## src/rtl/ovl_pkg.sv

```systemverilog
package ovl_pkg;
  localparam int unsigned DEF_ADDR_W = 24;

  typedef enum logic [1:0] {
    SPAN_EMPTY  = 2'd0,
    SPAN_SINGLE = 2'd1,
    SPAN_FLAT   = 2'd2,
    SPAN_WRAP   = 2'd3
  } span_kind_e;
endpackage

```

## src/rtl/ovl_len_min.sv

```systemverilog
module ovl_len_min #(
  parameter int unsigned ADDR_W = ovl_pkg::DEF_ADDR_W
) (
  input  logic [ADDR_W-1:0] dst_len_i,
  input  logic [ADDR_W-1:0] src_len_i,
  output logic [ADDR_W-1:0] eff_len_o
);
  always_comb begin
    eff_len_o = (dst_len_i < src_len_i) ? dst_len_i : src_len_i;
  end
endmodule

```

## src/rtl/ovl_extent.sv

```systemverilog
module ovl_extent
  import ovl_pkg::*;
#(
  parameter int unsigned ADDR_W = DEF_ADDR_W
) (
  input  logic [ADDR_W-1:0] src_addr_i,
  input  logic [ADDR_W-1:0] eff_len_i,
  output logic [ADDR_W-1:0] last_o,
  output span_kind_e        kind_o
);
  localparam int unsigned SUM_W = ADDR_W + 1;

  logic [SUM_W-1:0] span_end;

  // carry bit of the extended sum marks a crossing of the top address
  assign span_end = {1'b0, src_addr_i} + {1'b0, eff_len_i} - SUM_W'(1);
  assign last_o   = span_end[ADDR_W-1:0];

  always_comb begin
    if (eff_len_i == '0)               kind_o = SPAN_EMPTY;
    else if (eff_len_i == ADDR_W'(1))  kind_o = SPAN_SINGLE;
    else if (span_end[ADDR_W])         kind_o = SPAN_WRAP;
    else                               kind_o = SPAN_FLAT;
  end
endmodule

```

## src/rtl/ovl_decide.sv

```systemverilog
module ovl_decide
  import ovl_pkg::*;
#(
  parameter int unsigned ADDR_W = DEF_ADDR_W
) (
  input  logic [ADDR_W-1:0] dst_addr_i,
  input  logic [ADDR_W-1:0] src_addr_i,
  input  logic [ADDR_W-1:0] last_i,
  input  span_kind_e        kind_i,
  output logic              ovl_o
);
  logic at_or_below;
  logic past_end;
  logic safe;

  assign at_or_below = (dst_addr_i <= src_addr_i);
  assign past_end    = (dst_addr_i > last_i);

  always_comb begin
    unique case (kind_i)
      SPAN_FLAT: safe = at_or_below | past_end;
      SPAN_WRAP: safe = at_or_below & past_end;
      default:   safe = 1'b1;
    endcase
  end

  assign ovl_o = ~safe;
endmodule

```

## src/rtl/ovl_detect.sv

```systemverilog
module ovl_detect
  import ovl_pkg::*;
#(
  parameter int unsigned ADDR_W = DEF_ADDR_W
) (
  input  logic              clk_i,
  input  logic              rst_ni,
  input  logic              valid_i,
  input  logic [ADDR_W-1:0] dst_addr_i,
  input  logic [ADDR_W-1:0] dst_len_i,
  input  logic [ADDR_W-1:0] src_addr_i,
  input  logic [ADDR_W-1:0] src_len_i,
  output logic              valid_o,
  output logic              ovl_o,
  output logic [ADDR_W-1:0] last_o
);
  logic [ADDR_W-1:0] eff_len;
  logic [ADDR_W-1:0] last_d;
  span_kind_e        kind;
  logic              ovl_d;

  ovl_len_min #(.ADDR_W(ADDR_W)) u_min (
    .dst_len_i (dst_len_i),
    .src_len_i (src_len_i),
    .eff_len_o (eff_len)
  );

  ovl_extent #(.ADDR_W(ADDR_W)) u_ext (
    .src_addr_i (src_addr_i),
    .eff_len_i  (eff_len),
    .last_o     (last_d),
    .kind_o     (kind)
  );

  ovl_decide #(.ADDR_W(ADDR_W)) u_dec (
    .dst_addr_i (dst_addr_i),
    .src_addr_i (src_addr_i),
    .last_i     (last_d),
    .kind_i     (kind),
    .ovl_o      (ovl_d)
  );

  always_ff @(posedge clk_i or negedge rst_ni) begin
    if (!rst_ni) begin
      valid_o <= 1'b0;
      ovl_o   <= 1'b0;
      last_o  <= '0;
    end else begin
      valid_o <= valid_i;
      if (valid_i) begin
        ovl_o  <= ovl_d;
        last_o <= last_d;
      end
    end
  end
endmodule

```

## config.mk

```make
export PLATFORM = sky130hd
export DESIGN_NAME = ovl_detect
export DESIGN_NICKNAME = d
export VERILOG_FILES = /design/src/rtl/ovl_pkg.sv /design/src/rtl/ovl_len_min.sv /design/src/rtl/ovl_extent.sv /design/src/rtl/ovl_decide.sv /design/src/rtl/ovl_detect.sv
export SDC_FILE = /design/constraint.sdc
export NUM_CORES = 1
export LEC_CHECK = 0
export ABC_AREA = 1
export BUFFER_PORTS_ARGS = -buffer_cell sky130_fd_sc_hd__buf_2
export CORE_UTILIZATION = 40
export CTS_CLUSTER_SIZE = 40
export DETAILED_ROUTE_END_ITERATION = 10
export GPL_TIMING_DRIVEN = 0
export MAX_ROUTING_LAYER = met4
export PLACE_DENSITY = 0.65
export SLEW_MARGIN = 20
export SYNTH_ARGS = -nofsm -noshare
export SYNTH_HDL_FRONTEND = slang
export SYNTH_SLANG_ARGS = --single-unit
export TNS_END_PERCENT = 30
```

## constraint.sdc

```tcl
create_clock -name clk_i -period 0.8 [get_ports clk_i]
set_input_delay 0.16 -clock clk_i [delete_from_list [all_inputs] [get_ports clk_i]]
set_output_delay 0.16 -clock clk_i [all_outputs]
set_load 0.05 [all_outputs]
```

# [After elaboration in Yosys (flattened, before gate mapping)]
# Index checks and enable logic that the tools add are counted.
[totals] ff_bits=26 input_bits=99 out_inout_bits=26 elab_cells=20
[classes] add_sub_neg=2 magnitude_cmp=3 eq_ne=3 mux=5 bitwise=3 n_reduce_logical=1
[op_table] cell="24-bit by 24-bit adder with 25-bit output" n=1
[op_table] cell="25-bit by 1-bit subtractor with 25-bit output (second input constant)" n=1
[op_table] cell="24-bit by 1-bit == test with 1-bit output (second input constant)" n=1
[op_table] cell="24-bit greater-than comparator" n=1
[op_table] cell="24-bit <= comparator" n=1
[op_table] cell="24-bit logical NOT" n=1
[op_table] cell="24-bit < comparator" n=1
[op_table] cell="24-bit two-way mux" n=1
[op_table] cell="2-bit == test (second input constant)" n=2
[op_table] cell="2-bit two-way mux" n=2
[op_table] cell="1-bit case mux with 2 select lines" n=1
[op_table] cell="1-bit AND" n=1
[op_table] cell="1-bit two-way mux" n=1
[op_table] cell="1-bit NOT" n=1
[op_table] cell="1-bit OR" n=1

# [Longest topological paths before layout]
# Gate-level depths: netlist of the first run.
[depth] depth_word=10 mapped_depth=43

# [Cells and area by module]
# A second synthesis of the first run with hierarchy kept.
[unflattened] hier_cells=913 area_unflattened_um2=5644.2
[modules_own_cells] module="ovl_extent" n_inst=1 cells_each=400 area_each_um2=2188.3 seq_area_each_um2=0.0
[modules_own_cells] module="ovl_decide" n_inst=1 cells_each=213 area_each_um2=1300.0 seq_area_each_um2=0.0
[modules_own_cells] module="ovl_len_min" n_inst=1 cells_each=193 area_each_um2=1166.1 seq_area_each_um2=0.0
[modules_own_cells] module="ovl_detect" n_inst=1 cells_each=107 area_each_um2=989.7 seq_area_each_um2=650.6

# [Worst setup path after synthesis of the first run]
# No wires, ideal clock.
[synth_path] path_kind="input-to-reg" start="input port src_len_i[15]" end="register ovl_o" t_arrival_ps=4293 t_required_ps=682 setup_slack_ps=-3610 path_stages=31 cell_sequence="inv_1 -> ha_1 -> a21o_1 -> nor2_1 -> nand2_1 -> a21oi_2 -> nand2_2 -> buf_6 -> o21ai_0 -> inv_1 -> ha_1 -> inv_1 -> ha_1 -> fa_1 -> a21oi_1 -> o21bai_2 -> a21oi_1 -> o21bai_1 -> xnor2_1 -> ha_1 -> nand2_1 -> inv_1 -> nand2_1 -> nor4b_1 -> nand2_1 -> a21oi_1 -> nor2_1 -> nor2_1 -> o21ai_0 -> nand3_1 -> nand2_1"
[synth_via] elab_chain_cells=10 word_cells_on_any_way=16
[synth_lines] element="from (decl)" line_no="ovl_detect.sv:12" source="input logic [ADDR_W-1:0] src_len_i,"
[synth_lines] element="24-bit < comparator" line_no="ovl_len_min.sv:9" source="eff_len_o = (dst_len_i < src_len_i) ? dst_len_i : src_len_i;"
[synth_lines] element="24-bit two-way mux (*)" line_no="ovl_len_min.sv:9"
[synth_lines] element="parallel branches: the longest is 6 deep, another holds 24-bit by 24-bit adder with 25-bit output"
[synth_lines] element="1-bit case mux with 2 select lines (*)" line_no="ovl_decide.sv:20" source="unique case (kind_i)"
[synth_lines] element="1-bit NOT (*)" line_no="ovl_decide.sv:27" source="assign ovl_o = ~safe;"
[synth_lines] element="to (signal assigned)" line_no="ovl_detect.sv:51" source="ovl_o <= ovl_d;"
[synth_lines] element="to (decl)" line_no="ovl_detect.sv:14" source="output logic ovl_o,"
# Mark *: on every way between the ends.
# A chain may end at the register's enable or synchronous reset.

# [Final worst setup path of the first run]
[layout_path] start="input port dst_len_i[15]" end="register ovl_o"
[layout_via] elab_chain_cells=10 word_cells_on_any_way=16
[layout_lines] element="from (decl)" line_no="ovl_detect.sv:10" source="input logic [ADDR_W-1:0] dst_len_i,"
[layout_lines] element="24-bit < comparator" line_no="ovl_len_min.sv:9"
[layout_lines] element="24-bit two-way mux (*)" line_no="ovl_len_min.sv:9"
[layout_lines] element="parallel branches: the longest is 6 deep, another holds 24-bit by 24-bit adder with 25-bit output"
[layout_lines] element="1-bit case mux with 2 select lines (*)" line_no="ovl_decide.sv:20"
[layout_lines] element="1-bit NOT (*)" line_no="ovl_decide.sv:27"
# Marks and branches as above.

==> report_table.html, run 1 <==
<table>
<tr><th>Metric</th><th>Value</th></tr>
<tr><th colspan="2">Placement</th></tr>
<tr><td>Post-DP HPWL</td><td>11,200 um</td></tr>
<tr><td>Routability cong.</td><td>0.839</td></tr>
<tr><td>Pre-CTS WS</td><td>-4170 ps</td></tr>
<tr><td>Total of buffers placed on input and output ports</td><td>124</td></tr>
<tr><th colspan="2">Clocking</th></tr>
<tr><td>Clock tree from TritonCTS</td><td>done</td></tr>
<tr><td>CTS Root Buffer Type</td><td>sky130_fd_sc_hd__clkbuf_16</td></tr>
<tr><td>Cts bufs inserted</td><td>3</td></tr>
<tr><td>CTS clock-pin slew for the worst setup and hold paths</td><td>60 ps</td></tr>
<tr><td>Level count of the clock H-tree</td><td>1</td></tr>
<tr><td>Clock latency at the later pin of the worst-skew pair</td><td>260 ps</td></tr>
<tr><td>Worst-case clock buffer depth</td><td>2</td></tr>
<tr><td>Sink count of the clock tree</td><td>26</td></tr>
<tr><th colspan="2">Floorplan</th></tr>
<tr><td>Area of the core</td><td>12,000 um2</td></tr>
<tr><td>Width of the die</td><td>113 um</td></tr>
<tr><td>Chip height</td><td>113 um</td></tr>
<tr><td>Die area</td><td>12,700 um2</td></tr>
<tr><td>Total number of placement rows</td><td>40</td></tr>
<tr><td>Top-level port count</td><td>125</td></tr>
<tr><td>Starting density of the core</td><td>40.9%</td></tr>
<tr><th colspan="2">Timing</th></tr>
<tr><td>Final Worst Setup Slack</td><td>-3770 ps</td></tr>
<tr><td>Highest clock rate</td><td>219 MHz</td></tr>
<tr><td>Fin Setup TNS</td><td>-64,160 ps</td></tr>
<tr><td>Total of endpoints with negative setup slack in the final report</td><td>51</td></tr>
<tr><td>Fin crit share</td><td>571%</td></tr>
<tr><td>Worst hold slack across all endpoints</td><td>-112 ps</td></tr>
<tr><td>Unrepaired setup endpoints after global routing</td><td>true</td></tr>
<tr><td>Clock skew after layout</td><td>0 ps</td></tr>
<tr><td>Tmin final</td><td>4570 ps</td></tr>
<tr><td>Slew Limit Fails</td><td>0</td></tr>
<tr><td>Final Hold Violating Endpoints</td><td>26</td></tr>
<tr><td>Measured slew at the worst slew-check pin</td><td>570 ps</td></tr>
<tr><td>Headroom to the max-slew limit</td><td>62.0%</td></tr>
<tr><th colspan="2">Synth</th></tr>
<tr><td>Area contributors post-synth</td><td>sky130_fd_sc_hd__ha_1, sky130_fd_sc_hd__dfrtp_1, sky130_fd_sc_hd__inv_1</td></tr>
<tr><td>Summed instance area of the synthesized netlist</td><td>4900 um2</td></tr>
<tr><td>Synthesized netlist cell count</td><td>740</td></tr>
<tr><td>Sequential cell area fraction in the yosys report</td><td>13.3%</td></tr>
<tr><td>Top cell type by total area after synthesis</td><td>sky130_fd_sc_hd__ha_1</td></tr>
<tr><td>Number of warnings reported in the yosys synthesis log</td><td>0</td></tr>
<tr><td>Area share of the largest cell type after synthesis</td><td>30.2%</td></tr>
<tr><td>Post-synthesis sequential element count</td><td>26</td></tr>
<tr><td>Post-Syn Area per Cell</td><td>6.62 um2</td></tr>
<tr><td>Synth Net Count</td><td>958</td></tr>
<tr><td>Synth unique cells</td><td>37</td></tr>
<tr><th colspan="2">Final layout</th></tr>
<tr><td>Layout area overhead</td><td>78.0%</td></tr>
<tr><td>Final antenna diode count</td><td>0</td></tr>
<tr><td>Net count, final</td><td>1,210</td></tr>
<tr><td>Most common cell after layout, fill and taps aside</td><td>sky130_fd_sc_hd__nand2_1</td></tr>
<tr><td>Commonest non-fill, non-tap cells in the layout</td><td>sky130_fd_sc_hd__nand2_1, sky130_fd_sc_hd__inv_1, sky130_fd_sc_hd__buf_4</td></tr>
<tr><td>Share of post-route cells with drive strength above 1</td><td>51.8%</td></tr>
<tr><th colspan="2">Routing</th></tr>
<tr><td>Drt pass-1 iters</td><td>5</td></tr>
<tr><td>Antenna-violating nets left</td><td>0</td></tr>
<tr><td>Wirelength, routed</td><td>18,100 um</td></tr>
<tr><td>Count of vias placed by the detailed router</td><td>5,912</td></tr>
<tr><td>Post-route DRC</td><td>0</td></tr>
<tr><td>Average routed wire per standard cell</td><td>15.9 um</td></tr>
<tr><td>Number of violations reported at the end of detailed-routing iteration 0</td><td>348</td></tr>
<tr><td>Via-per-instance ratio</td><td>5.20</td></tr>
<tr><th colspan="2">Hold path</th></tr>
<tr><td>Type of the tightest min-delay check</td><td>in -&gt; async</td></tr>
<tr><th colspan="2">Critical path</th></tr>
<tr><td>Capturing point of the worst reg2reg path</td><td>last_o[11]$_DFFE_PN0P_</td></tr>
<tr><td>Critical Path Start Type</td><td>input port</td></tr>
<tr><td>Maximum fanout count along the critical path</td><td>5</td></tr>
<tr><td>Reg2reg setup slack</td><td>100 ps</td></tr>
<tr><td>Worst setup path class</td><td>in -&gt; reg</td></tr>
<tr><td>Worst EP arrival</td><td>4710 ps</td></tr>
<tr><td>Critical path's largest stage delay</td><td>250 ps</td></tr>
<tr><td>Worst Reg-to-Reg Cells</td><td>2</td></tr>
<tr><td>Source of the worst register-to-register timing path</td><td>last_o[11]$_DFFE_PN0P_</td></tr>
<tr><td>Cell with the most instances on the worst path</td><td>sky130_fd_sc_hd__buf_4</td></tr>
<tr><td>Worst endpoint required time</td><td>950 ps</td></tr>
<tr><td>Critical-path top delay cell</td><td>sky130_fd_sc_hd__ha_4</td></tr>
<tr><td>Crit end category</td><td>register</td></tr>
<tr><th colspan="2">Power</th></tr>
<tr><td>Static Leak</td><td>4.46 nW</td></tr>
<tr><td>Worst VDD drop</td><td>1070 uV</td></tr>
<tr><td>Pwr dens</td><td>2410 nW/um2</td></tr>
<tr><th colspan="2">Global routing</th></tr>
<tr><td>Antenna violations before repair</td><td>0</td></tr>
<tr><td>GR Overflow Total</td><td>0</td></tr>
<tr><td>Largest net degree at the start of global routing</td><td>27</td></tr>
<tr><td>Global router's overall resource usage</td><td>26.2%</td></tr>
<tr><td>Via count of the first global-routing pass</td><td>5,576</td></tr>
<tr><td>Wire length of the first global-routing pass</td><td>25,900 um</td></tr>
<tr><th colspan="2">Outcome</th></tr>
<tr><td>Result of the run</td><td>finished with violations</td></tr>
<tr><td>Violated checks</td><td>hold timing, setup timing</td></tr>
<tr><th colspan="2">Flow run</th></tr>
<tr><td>Maximum Capacitance Violations</td><td>0</td></tr>
</table>
power breakdown:
group	leakage, nW	internal, mW	switching, mW
registers	0.316	1.87	0.427
clock network	0.0442	0.765	0.436
logic	4.10	8.10	9.36
worst max-delay path by stage:
stage                             start                 to  slack (ps)  cells past startpoint
after floorplan           dst_len_i[15]  ovl_o$_DFFE_PN0P_       -3320                     30
after global placement    src_len_i[15]  ovl_o$_DFFE_PN0P_       -4100                     39
after detailed placement  src_len_i[15]  ovl_o$_DFFE_PN0P_       -4170                     39
after CTS                 src_len_i[23]  ovl_o$_DFFE_PN0P_       -3620                     36
after global routing      src_len_i[23]  ovl_o$_DFFE_PN0P_       -4060                     37
final                     dst_len_i[15]  ovl_o$_DFFE_PN0P_       -3770                     37
layout make-up:
cell class / count / area (um2)
multi-input cells: 535 / 5010
fillers: 811 / 3250
repair buffers: 247 / 2000
inverters: 167 / 657
flip-flops and latches: 26 / 651
well taps: 147 / 184
plain buffers: 12 / 121
clock buffers: 4 / 88.8
registers in the layout (all words and copies together), names as in the netlist:
name / cells
last_o: 24
ovl_o: 1
valid_o: 1
routing by layer:
layer,track usage (%),part of all wire [%]
met1,31.2,42
met2,46.5,50
met3,1.08,4.6
met4,10.2,3.7
met5,-,0
cell families after synthesis:
| group | count (synthesis) | synth area share (%) |
|---|---|---|
| buffers and inverters | 179 | 14.8 |
| xor gates and xnor gates | 20 | 3.73 |
| DFF | 26 | 13.3 |
| AOI/OAI and AO/OA | 116 | 13.1 |
| adders and majority gates | 119 | 30.6 |
| and+or+nand+nor | 280 | 24.5 |
metrics by stage:
step	cells	power (mW)	area (um2)	utilization, %
after floorplan	740	9.57	5150	-
after global placement	1011	11.8	5950	49.7
after detailed placement	1011	12.0	5950	49.7
after CTS	1121	18.0	8010	67.0
after global routing	1138	22.3	8710	72.9
final	1138	21.0	8710	72.9
synth_stat cells (all sizes together):
master / number
clkbuf: 5
dfrtp: 26
nor4: 2
a21boi: 1
ha: 118
o221ai: 1
nor2: 40
o31ai: 1
nand4: 9
inv: 167
xnor2: 13
o21ai: 43
a21oi: 54
nor4b: 1
a21o: 5
xor2: 7
a31oi: 3
nand3: 41
o21a: 1
o21bai: 4
or2: 1
a211oi: 3
nand3b: 1
nor3: 7
nand2: 178
fa: 1
buf: 7
what timing repair did:
| action | 4_1_cts | 5_1_grt |
|---|---|---|
| hold endpoints to repair | 26 | 26 |
| pin swaps | 96 | 86 |
| resized for setup | 273 | 131 |
| setup buffers | 108 | 26 |
| gates cloned | 1 | 0 |
| endpoints found under the setup margin | 51 | 51 |
critical path: cells and delay by family:
| kind | cells | cell delay (ps) |
|---|---|---|
| compound gates | 2 | 360 |
| buf+inv | 23 | 2830 |
| fa+ha+maj | 1 | 250 |
| simple gates | 11 | 1130 |
(Power assumes the default switching activity.)
==> run 2: changes to the inputs <==
--- a/config.mk
+++ b/config.mk
@@ -11,10 +11,9 @@
 export CTS_CLUSTER_SIZE = 40
 export DETAILED_ROUTE_END_ITERATION = 10
 export GPL_TIMING_DRIVEN = 0
-export MAX_ROUTING_LAYER = met4
-export PLACE_DENSITY = 0.65
 export SLEW_MARGIN = 20
 export SYNTH_ARGS = -nofsm -noshare
 export SYNTH_HDL_FRONTEND = slang
+export SYNTH_HIERARCHICAL = 1
 export SYNTH_SLANG_ARGS = --single-unit
 export TNS_END_PERCENT = 30
==> run 2 against run 1 <==
  * The run still ends with hold timing, setup timing left
  * Sequential share of layout area fell by 0.56 points
  * Combinational power grew 5%
  * Final cell count increased by 14%
  * Clock-buffer cell count is the same
  * Design area rose by 8.1%
  * Clock power barely moved
  * Largest power group unchanged
  * Clock skew is the same
  * Die area up 15%
  * Fmax rose by 7.6%
==> report_table.html, run 2 <==
<table>
<tr><th>Metric</th><th>Value</th></tr>
<tr><th colspan="2">Critical path</th></tr>
<tr><td>Maximum fanout count along the critical path</td><td>5 (unchanged)</td></tr>
<tr><td>Worst endpoint required time</td><td>1010 ps (+60 ps)</td></tr>
<tr><td>Cell with the most instances on the worst path</td><td>sky130_fd_sc_hd__nand2_4</td></tr>
<tr><td>Critical path's largest stage delay</td><td>360 ps (+110 ps)</td></tr>
<tr><td>Worst Reg-to-Reg Cells</td><td>2 (unchanged)</td></tr>
<tr><td>Critical Path Start Type</td><td>input port</td></tr>
<tr><td>Worst setup path startpoint</td><td>src_len_i[10]</td></tr>
<tr><td>Source of the worst register-to-register timing path</td><td>last_o[17]$_DFFE_PN0P_</td></tr>
<tr><td>Crit end category</td><td>register</td></tr>
<tr><td>Critical-path top delay cell</td><td>sky130_fd_sc_hd__fa_2</td></tr>
<tr><td>Worst EP arrival</td><td>4450 ps (-260 ps)</td></tr>
<tr><td>Worst setup path class</td><td>in -&gt; reg</td></tr>
<tr><th colspan="2">Floorplan</th></tr>
<tr><td>Width of the die</td><td>121 um (+7.2%)</td></tr>
<tr><td>Die area</td><td>14,600 um2 (+15%)</td></tr>
<tr><td>Chip height</td><td>121 um (+7.2%)</td></tr>
<tr><td>Total number of placement rows</td><td>43 (+7.5%)</td></tr>
<tr><td>Top-level port count</td><td>125 (unchanged)</td></tr>
<tr><td>Starting density of the core</td><td>40.8% (-0.11 points)</td></tr>
<tr><td>Area of the core</td><td>13,800 um2 (+16%)</td></tr>
<tr><th colspan="2">Power</th></tr>
<tr><td>Pwr dens</td><td>2310 nW/um2 (-3.9%)</td></tr>
<tr><td>Worst VDD drop</td><td>1060 uV (-1.3%)</td></tr>
<tr><td>Static Leak</td><td>5.07 nW (+14%)</td></tr>
<tr><th colspan="2">Final layout</th></tr>
<tr><td>Final standard cell utilization of the core</td><td>68.1% (-4.7 points)</td></tr>
<tr><td>Register with the most flip-flops</td><td>last_o</td></tr>
<tr><td>Largest registers</td><td>last_o: 24 flops, ovl_o: 1 flops, valid_o: 1 flops</td></tr>
<tr><td>Layout area overhead</td><td>66.9%</td></tr>
<tr><td>Commonest non-fill, non-tap cells in the layout</td><td>sky130_fd_sc_hd__nand2_1, sky130_fd_sc_hd__inv_1, sky130_fd_sc_hd__buf_2</td></tr>
<tr><td>Largest register FFs</td><td>24 (unchanged)</td></tr>
<tr><td>Final Cell Area</td><td>9420 um2 (+8.1%)</td></tr>
<tr><td>Share of post-route cells with drive strength above 1</td><td>51.0% (-0.78 points)</td></tr>
<tr><td>Final antenna diode count</td><td>0 (unchanged)</td></tr>
<tr><td>Fill cell total of the finished layout</td><td>1,136 (+40%)</td></tr>
<tr><td>Net count, final</td><td>1,333 (+10%)</td></tr>
<tr><td>Most common cell after layout, fill and taps aside</td><td>sky130_fd_sc_hd__nand2_1</td></tr>
<tr><th colspan="2">Clocking</th></tr>
<tr><td>Clock tree from TritonCTS</td><td>done</td></tr>
<tr><td>Level count of the clock H-tree</td><td>1 (unchanged)</td></tr>
<tr><td>Clock latency at the later pin of the worst-skew pair</td><td>260 ps (about the same)</td></tr>
<tr><td>Sink count of the clock tree</td><td>26 (unchanged)</td></tr>
<tr><td>CTS Root Buffer Type</td><td>sky130_fd_sc_hd__clkbuf_16</td></tr>
<tr><td>Worst-case clock buffer depth</td><td>2 (unchanged)</td></tr>
<tr><td>Cts bufs inserted</td><td>3 (unchanged)</td></tr>
<tr><td>CTS clock-pin slew for the worst setup and hold paths</td><td>60 ps (about the same)</td></tr>
<tr><th colspan="2">Flow run</th></tr>
<tr><td>Maximum Capacitance Violations</td><td>0 (unchanged)</td></tr>
<tr><th colspan="2">Global routing</th></tr>
<tr><td>Global router's overall resource usage</td><td>22.4% (-3.8 points)</td></tr>
<tr><td>Antenna violations before repair</td><td>0 (unchanged)</td></tr>
<tr><td>Largest net degree at the start of global routing</td><td>27 (unchanged)</td></tr>
<tr><td>Wire length of the first global-routing pass</td><td>26,400 um (+1.9%)</td></tr>
<tr><td>Via count of the first global-routing pass</td><td>5,738 (+2.9%)</td></tr>
<tr><td>GR Overflow Total</td><td>0 (unchanged)</td></tr>
<tr><th colspan="2">Timing</th></tr>
<tr><td>Clock skew after layout</td><td>0 ps (unchanged)</td></tr>
<tr><td>Slew Limit Fails</td><td>0 (unchanged)</td></tr>
<tr><td>Total of endpoints with negative setup slack in the final report</td><td>51 (unchanged)</td></tr>
<tr><td>Fin crit share</td><td>530% (-40 points)</td></tr>
<tr><td>Highest clock rate</td><td>236 MHz (+7.6%)</td></tr>
<tr><td>Final Hold Violating Endpoints</td><td>26 (unchanged)</td></tr>
<tr><td>Tmin final</td><td>4240 ps (-323 ps)</td></tr>
<tr><td>Unrepaired setup endpoints after global routing</td><td>true</td></tr>
<tr><td>Measured slew at the worst slew-check pin</td><td>564 ps (-5.55 ps)</td></tr>
<tr><td>Headroom to the max-slew limit</td><td>62.4% (+0.37 points)</td></tr>
<tr><td>Final Worst Setup Slack</td><td>-3440 ps (+323 ps)</td></tr>
<tr><td>Worst hold slack across all endpoints</td><td>-113 ps (-0.837 ps)</td></tr>
<tr><th colspan="2">Placement</th></tr>
<tr><td>Routability cong.</td><td>0.903 (+7.6%)</td></tr>
<tr><td>Total of buffers placed on input and output ports</td><td>124 (unchanged)</td></tr>
<tr><td>DP Area</td><td>6610 um2 (+11%)</td></tr>
<tr><td>Post-DP HPWL</td><td>13,000 um (+16%)</td></tr>
<tr><th colspan="2">Synth</th></tr>
<tr><td>Post-synthesis sequential element count</td><td>26 (unchanged)</td></tr>
<tr><td>Primary flip-flop cell chosen by synthesis mapping</td><td>sky130_fd_sc_hd__dfrtp_1</td></tr>
<tr><td>Synth unique cells</td><td>36 (-2.7%)</td></tr>
<tr><td>Most numerous cell in the Yosys netlist</td><td>sky130_fd_sc_hd__nand2_1</td></tr>
<tr><td>Synthesized netlist cell count</td><td>913 (+23%)</td></tr>
<tr><td>Top cell type by total area after synthesis</td><td>sky130_fd_sc_hd__ha_1</td></tr>
<tr><td>Cell types with the highest counts after synthesis</td><td>sky130_fd_sc_hd__nand2_1, sky130_fd_sc_hd__inv_1, sky130_fd_sc_hd__ha_1, sky130_fd_sc_hd__a21oi_1, sky130_fd_sc_hd__nand3_1</td></tr>
<tr><td>Summed instance area of the synthesized netlist</td><td>5640 um2 (+15%)</td></tr>
<tr><td>Sequential cell area fraction in the yosys report</td><td>11.5% (-1.8 points)</td></tr>
<tr><td>Area share of the largest cell type after synthesis</td><td>26.2% (-4.0 points)</td></tr>
<tr><td>Synth Net Count</td><td>1,131 (+18%)</td></tr>
<tr><td>Area contributors post-synth</td><td>sky130_fd_sc_hd__ha_1, sky130_fd_sc_hd__nand2_1, sky130_fd_sc_hd__inv_1</td></tr>
<tr><td>Number of warnings reported in the yosys synthesis log</td><td>6 (+6)</td></tr>
<tr><td>Post-Syn Area per Cell</td><td>6.18 um2 (-6.6%)</td></tr>
<tr><td>Ys async rst share</td><td>100% (unchanged)</td></tr>
<tr><td>Number of enable-type register cells in the synthesized netlist</td><td>0 (unchanged)</td></tr>
<tr><th colspan="2">Routing</th></tr>
<tr><td>Number of violations reported at the end of detailed-routing iteration 0</td><td>243 (-30%)</td></tr>
<tr><td>Average routed wire per standard cell</td><td>14.2 um (-10%)</td></tr>
<tr><td>Antenna-violating nets left</td><td>0 (unchanged)</td></tr>
<tr><td>Via-per-instance ratio</td><td>4.82 (-7.2%)</td></tr>
<tr><td>Count of vias placed by the detailed router</td><td>6,241 (+5.6%)</td></tr>
<tr><td>Drt pass-1 iters</td><td>5 (unchanged)</td></tr>
<tr><td>Wirelength, routed</td><td>18,400 um (+1.8%)</td></tr>
<tr><td>Post-route DRC</td><td>0 (unchanged)</td></tr>
<tr><th colspan="2">Hold path</th></tr>
<tr><td>Type of the tightest min-delay check</td><td>in -&gt; async</td></tr>
<tr><th colspan="2">Outcome</th></tr>
<tr><td>Violated checks</td><td>hold timing, setup timing</td></tr>
<tr><td>Result of the run</td><td>finished with violations</td></tr>
</table>
==> run 2: final cells by class <==
| class | instances | area, um2 | share of cell area (%) |
|---|---|---|---|
| tap | 180 | 225 | 2.39 |
| timing repair buffer | 197 | 1560 | 16.6 |
| multi-input combinational | 641 | 5810 | 61.7 |
| inverter | 235 | 940 | 9.97 |
| clock buffer | 4 | 88.8 | 0.943 |
| buffer | 11 | 141 | 1.50 |
| sequential | 26 | 651 | 6.91 |
==> run 2: critical path: cells and delay by family <==
family	cells	cell delay, ps
xor+xnor	1	170
buf+inv	8	650
fa+ha+maj	5	1280
compound gates	1	150
simple gates	23	2030
==> run 2: per-stage QoR <==
step | setup TNS, ps | power, mW | setup slack, ps | cells | hold WS [ps]
3_3_place_gp | -68600 | 12.8 | -4160 | 1217 | 184
4_1_cts | -57490 | 18.0 | -3360 | 1261 | -91.5
5_1_grt | -64340 | 23.3 | -3720 | 1294 | -71.3
2_1_floorplan | -51840 | 10.3 | -3240 | 913 | -136
3_5_place_dp | -68640 | 13.0 | -4170 | 1217 | 190
6_report | -59650 | 21.8 | -3440 | 1294 | -113
==> run 2: what timing repair did <==
item / 4_1_cts / 5_1_grt
resized for setup: 290 / 196
gates cloned: 2 / 1
setup endpoints to repair: 51 / 51
setup buffers: 38 / 33
endpoints found under the hold margin: 26 / 26
pin swaps: 97 / 122
==> run 2: logic make-up (layout without fill, tap and decap cells) <==
family | after synthesis | count (layout) | share of synthesized area (%)
compound gates | 74 | 74 | 7.12
flops | 26 | 26 | 11.5
xor+xnor | 18 | 18 | 2.79
buf+inv | 246 | 447 | 17.7
fa+ha+maj | 119 | 119 | 26.5
simple gates | 430 | 430 | 34.3
==> run 2: worst paths after layout <==
| kind | endpoint | slack [ps] |
|---|---|---|
| max in group asynchronous | last_o[11]$_DFFE_PN0P_ | 540 |
| min in group clk_i | valid_o$_DFF_PN0_ | 30 |
| setup / recovery | ovl_o$_DFFE_PN0P_ | -3440 |
| setup reg to reg | last_o[17]$_DFFE_PN0P_ | 170 |
| hold reg to reg | last_o[10]$_DFFE_PN0P_ | 490 |
| hold / removal | last_o[6]$_DFFE_PN0P_ | -110 |
==> run 2: power breakdown <==
| group | leakage (nW) | total [mW] | internal, mW | switching (mW) |
|---|---|---|---|---|
| Combinational | 4.71 | 18.3 | 7.90 | 10.4 |
| Clock | 0.0442 | 1.21 | 0.766 | 0.445 |
| Sequential | 0.317 | 2.26 | 1.87 | 0.389 |
==> run 2: layer usage <==
metal / up-vias / global-route usage [%] / routed length, um
met2: 166 / 38.9 / 9100
li1: 3202 / - / -
met1: 2838 / 29.8 / 8140
met5: - / 0 / 0
met3: 35 / 0.943 / 652
met4: 0 / 7.02 / 486
==> run 3: changes to the inputs <==
--- a/config.mk
+++ b/config.mk
@@ -11,7 +11,7 @@
 export CTS_CLUSTER_SIZE = 40
 export DETAILED_ROUTE_END_ITERATION = 10
 export GPL_TIMING_DRIVEN = 0
-export SLEW_MARGIN = 20
+export SLEW_MARGIN = 15
 export SYNTH_ARGS = -nofsm -noshare
 export SYNTH_HDL_FRONTEND = slang
 export SYNTH_HIERARCHICAL = 1
==> constraint.sdc (replaced) <==
create_clock -name clk_i -period 0.8 [get_ports clk_i]
set_input_delay 0.16 -clock clk_i [delete_from_list [all_inputs] [get_ports clk_i]]
set_output_delay 0.16 -clock clk_i [all_outputs]
set_load 0.02 [all_outputs]
==> run 3 against run 2 <==
  * Largest power group unchanged
  * Critical endpoint unchanged
  * Die area unchanged
  * Routed wire length up 4.3%
  * Core utilization up 0.14 points
  * The flow still finishes with violations (hold timing, setup timing)
  * Highest routed layer unchanged
  * Final cell count up 1.2%
  * Largest cell class unchanged
==> report_table.html, run 3 (synthesized netlist as in run 2, its figures left out) <==
<table>
<tr><th>Metric</th><th>Value</th></tr>
<tr><th colspan="2">Floorplan</th></tr>
<tr><td>Starting density of the core</td><td>40.8% (unchanged)</td></tr>
<tr><td>Total number of placement rows</td><td>43 (unchanged)</td></tr>
<tr><td>Die area</td><td>14,600 um2 (unchanged)</td></tr>
<tr><td>Top-level port count</td><td>125 (unchanged)</td></tr>
<tr><td>Width of the die</td><td>121 um (unchanged)</td></tr>
<tr><td>Chip height</td><td>121 um (unchanged)</td></tr>
<tr><td>Area of the core</td><td>13,800 um2 (unchanged)</td></tr>
<tr><th colspan="2">Final layout</th></tr>
<tr><td>Largest registers</td><td>last_o: 24 flops, ovl_o: 1 flops, valid_o: 1 flops</td></tr>
<tr><td>Final antenna diode count</td><td>0 (unchanged)</td></tr>
<tr><td>Commonest non-fill, non-tap cells in the layout</td><td>sky130_fd_sc_hd__nand2_1, sky130_fd_sc_hd__inv_1, sky130_fd_sc_hd__buf_2</td></tr>
<tr><td>Register with the most flip-flops</td><td>last_o</td></tr>
<tr><td>Layout area overhead</td><td>67.3%</td></tr>
<tr><td>Share of post-route cells with drive strength above 1</td><td>52.7% (+1.7 points)</td></tr>
<tr><td>Net count, final</td><td>1,350 (+1.3%)</td></tr>
<tr><td>Final standard cell utilization of the core</td><td>68.3% (+0.14 points)</td></tr>
<tr><td>Most common cell after layout, fill and taps aside</td><td>sky130_fd_sc_hd__nand2_1</td></tr>
<tr><td>Largest register FFs</td><td>24 (unchanged)</td></tr>
<tr><td>Final Cell Area</td><td>9440 um2 (+0.20%)</td></tr>
<tr><th colspan="2">Global routing</th></tr>
<tr><td>GR Overflow Total</td><td>0 (unchanged)</td></tr>
<tr><td>Largest net degree at the start of global routing</td><td>27 (unchanged)</td></tr>
<tr><td>Global router's overall resource usage</td><td>23.1% (+0.63 points)</td></tr>
<tr><td>Wire length of the first global-routing pass</td><td>27,100 um (+2.8%)</td></tr>
<tr><td>Via count of the first global-routing pass</td><td>5,976 (+4.1%)</td></tr>
<tr><td>Antenna violations before repair</td><td>0 (unchanged)</td></tr>
<tr><th colspan="2">Clocking</th></tr>
<tr><td>Cts bufs inserted</td><td>3 (unchanged)</td></tr>
<tr><td>Clock tree from TritonCTS</td><td>done</td></tr>
<tr><td>CTS Root Buffer Type</td><td>sky130_fd_sc_hd__clkbuf_16</td></tr>
<tr><td>CTS clock-pin slew for the worst setup and hold paths</td><td>60 ps (about the same)</td></tr>
<tr><td>Clock latency at the later pin of the worst-skew pair</td><td>260 ps (about the same)</td></tr>
<tr><td>Worst-case clock buffer depth</td><td>2 (unchanged)</td></tr>
<tr><td>Level count of the clock H-tree</td><td>1 (unchanged)</td></tr>
<tr><td>Sink count of the clock tree</td><td>26 (unchanged)</td></tr>
<tr><th colspan="2">Timing</th></tr>
<tr><td>Headroom to the max-slew limit</td><td>60.9% (-1.5 points)</td></tr>
<tr><td>Measured slew at the worst slew-check pin</td><td>587 ps (+22.8 ps)</td></tr>
<tr><td>Clock skew after layout</td><td>0 ps (unchanged)</td></tr>
<tr><td>Fin Setup TNS</td><td>-60,230 ps (-584 ps)</td></tr>
<tr><td>Worst hold slack across all endpoints</td><td>-103 ps (+9.54 ps)</td></tr>
<tr><td>Tmin final</td><td>4290 ps (+49.4 ps)</td></tr>
<tr><td>Slew Limit Fails</td><td>0 (unchanged)</td></tr>
<tr><td>Unrepaired setup endpoints after global routing</td><td>true</td></tr>
<tr><td>Highest clock rate</td><td>233 MHz (-1.2%)</td></tr>
<tr><td>Fin crit share</td><td>537% (+6.2 points)</td></tr>
<tr><td>Final Hold Violating Endpoints</td><td>26 (unchanged)</td></tr>
<tr><td>Final Worst Setup Slack</td><td>-3490 ps (-49.4 ps)</td></tr>
<tr><td>Total of endpoints with negative setup slack in the final report</td><td>51 (unchanged)</td></tr>
<tr><th colspan="2">Critical path</th></tr>
<tr><td>Critical path's largest stage delay</td><td>370 ps (about the same)</td></tr>
<tr><td>Source of the worst register-to-register timing path</td><td>last_o[0]$_DFFE_PN0P_</td></tr>
<tr><td>Logic depth of the worst path, buffers included</td><td>38 (unchanged)</td></tr>
<tr><td>Cell with the most instances on the worst path</td><td>sky130_fd_sc_hd__nand2_1</td></tr>
<tr><td>Critical Path Start Type</td><td>input port</td></tr>
<tr><td>Critical-path top delay cell</td><td>sky130_fd_sc_hd__fa_2</td></tr>
<tr><td>Maximum fanout count along the critical path</td><td>5 (unchanged)</td></tr>
<tr><td>CP Buf/Inv Count</td><td>9 (+1)</td></tr>
<tr><td>Worst endpoint required time</td><td>1000 ps (about the same)</td></tr>
<tr><td>Capturing point of the worst reg2reg path</td><td>last_o[0]$_DFFE_PN0P_</td></tr>
<tr><td>Worst EP arrival</td><td>4490 ps (+40 ps)</td></tr>
<tr><td>Crit end category</td><td>register</td></tr>
<tr><td>Delay-heaviest family, CP</td><td>simple AND/OR/NAND/NOR gates</td></tr>
<tr><td>Worst setup path class</td><td>in -&gt; reg</td></tr>
<tr><td>Worst Reg-to-Reg Cells</td><td>2 (unchanged)</td></tr>
<tr><td>Reg2reg setup slack</td><td>160 ps (about the same)</td></tr>
<tr><th colspan="2">Placement</th></tr>
<tr><td>Routability cong.</td><td>0.904 (about the same)</td></tr>
<tr><td>DP Area</td><td>6610 um2 (about the same)</td></tr>
<tr><td>Post-DP HPWL</td><td>13,000 um (+0.17%)</td></tr>
<tr><td>Total of buffers placed on input and output ports</td><td>124 (unchanged)</td></tr>
<tr><th colspan="2">Routing</th></tr>
<tr><td>Count of vias placed by the detailed router</td><td>6,483 (+3.9%)</td></tr>
<tr><td>Drt pass-1 iters</td><td>5 (unchanged)</td></tr>
<tr><td>Via-per-instance ratio</td><td>4.95 (+2.6%)</td></tr>
<tr><td>Average routed wire per standard cell</td><td>14.6 um (+3.1%)</td></tr>
<tr><td>Number of violations reported at the end of detailed-routing iteration 0</td><td>271 (+12%)</td></tr>
<tr><td>Wirelength, routed</td><td>19,200 um (+4.3%)</td></tr>
<tr><td>Antenna-violating nets left</td><td>0 (unchanged)</td></tr>
<tr><td>Post-route DRC</td><td>0 (unchanged)</td></tr>
<tr><th colspan="2">Hold path</th></tr>
<tr><td>Type of the tightest min-delay check</td><td>in -&gt; async</td></tr>
<tr><th colspan="2">Outcome</th></tr>
<tr><td>Result of the run</td><td>finished with violations</td></tr>
<tr><td>Violated checks</td><td>hold timing, setup timing</td></tr>
<tr><th colspan="2">Power</th></tr>
<tr><td>Pwr dens</td><td>2140 nW/um2 (-7.4%)</td></tr>
<tr><td>Worst VDD drop</td><td>936 uV (-11%)</td></tr>
<tr><td>Static Leak</td><td>5.09 nW (+0.35%)</td></tr>
<tr><th colspan="2">Flow run</th></tr>
<tr><td>Maximum Capacitance Violations</td><td>0 (unchanged)</td></tr>
</table>
-- run 3: cell count changes in the layout (fill, tap and decap cells not counted), sizes merged --
cell,before,now
buf,207,223
-- run 3: metal layers --
layer	global-route usage, %	vias to the layer above	share of wire [%]
met5	0	-	0
met4	7.10	0	3.1
met3	1.32	52	4.9
met2	41.2	226	50
met1	29.5	2961	42
li1	-	3244	-
-- run 3: layout make-up --
type                            count  area, um2
Fill cell                        1078       4390
Multi-Input combinational cell    641       5870
Sequential cell                    26        651
Buffer                             10        106
Timing Repair Buffer              215       1570
Inverter                          235        940
Tap cell                          180        225
Clock buffer                        3       75.1
-- run 3: through the flow --
stage	cells	power [mW]	setup WS, ps
floorplan	913	9.06	-3240
global placement	1217	11.6	-4170
detailed placement	1217	11.7	-4200
CTS	1284	16.9	-3360
global route	1310	21.8	-3720
finish	1310	20.2	-3490
-- run 3: how the worst max path moves through the flow --
stage,from,to,slack [ps]
final,src_len_i[22],ovl_o$_DFFE_PN0P_,-3490
after global routing,src_len_i[22],ovl_o$_DFFE_PN0P_,-3720
after CTS,src_len_i[23],ovl_o$_DFFE_PN0P_,-3360
after detailed placement,src_len_i[21],ovl_o$_DFFE_PN0P_,-4200
after global placement,src_len_i[21],ovl_o$_DFFE_PN0P_,-4170
after floorplan,src_len_i[21],ovl_o$_DFFE_PN0P_,-3240
-- run 3: where the power goes --
group	total, mW	leakage [nW]	internal [mW]	switching, mW
logic	17.0	4.74	7.65	9.31
clock network	1.09	0.0370	0.662	0.426
registers	2.17	0.317	1.86	0.306
total	20.2	5.09	10.2	10.0
-- run 3: what timing repair did --
| item | in CTS | in global routing |
|---|---|---|
| cloned | 1 | 3 |
| pin swaps | 109 | 142 |
| endpoints found under the hold margin | 26 | 26 |
| setup buffers | 66 | 27 |
| endpoints found under the setup margin | 51 | 51 |
| gates resized for setup | 257 | 198 |
-- run 3: worst reg2reg max path, stage by stage, from the launching register on --
cell and delay, ps:
sky130_fd_sc_hd__dfrtp_1 400, sky130_fd_sc_hd__nand2_1 80, sky130_fd_sc_hd__nand2_1 50
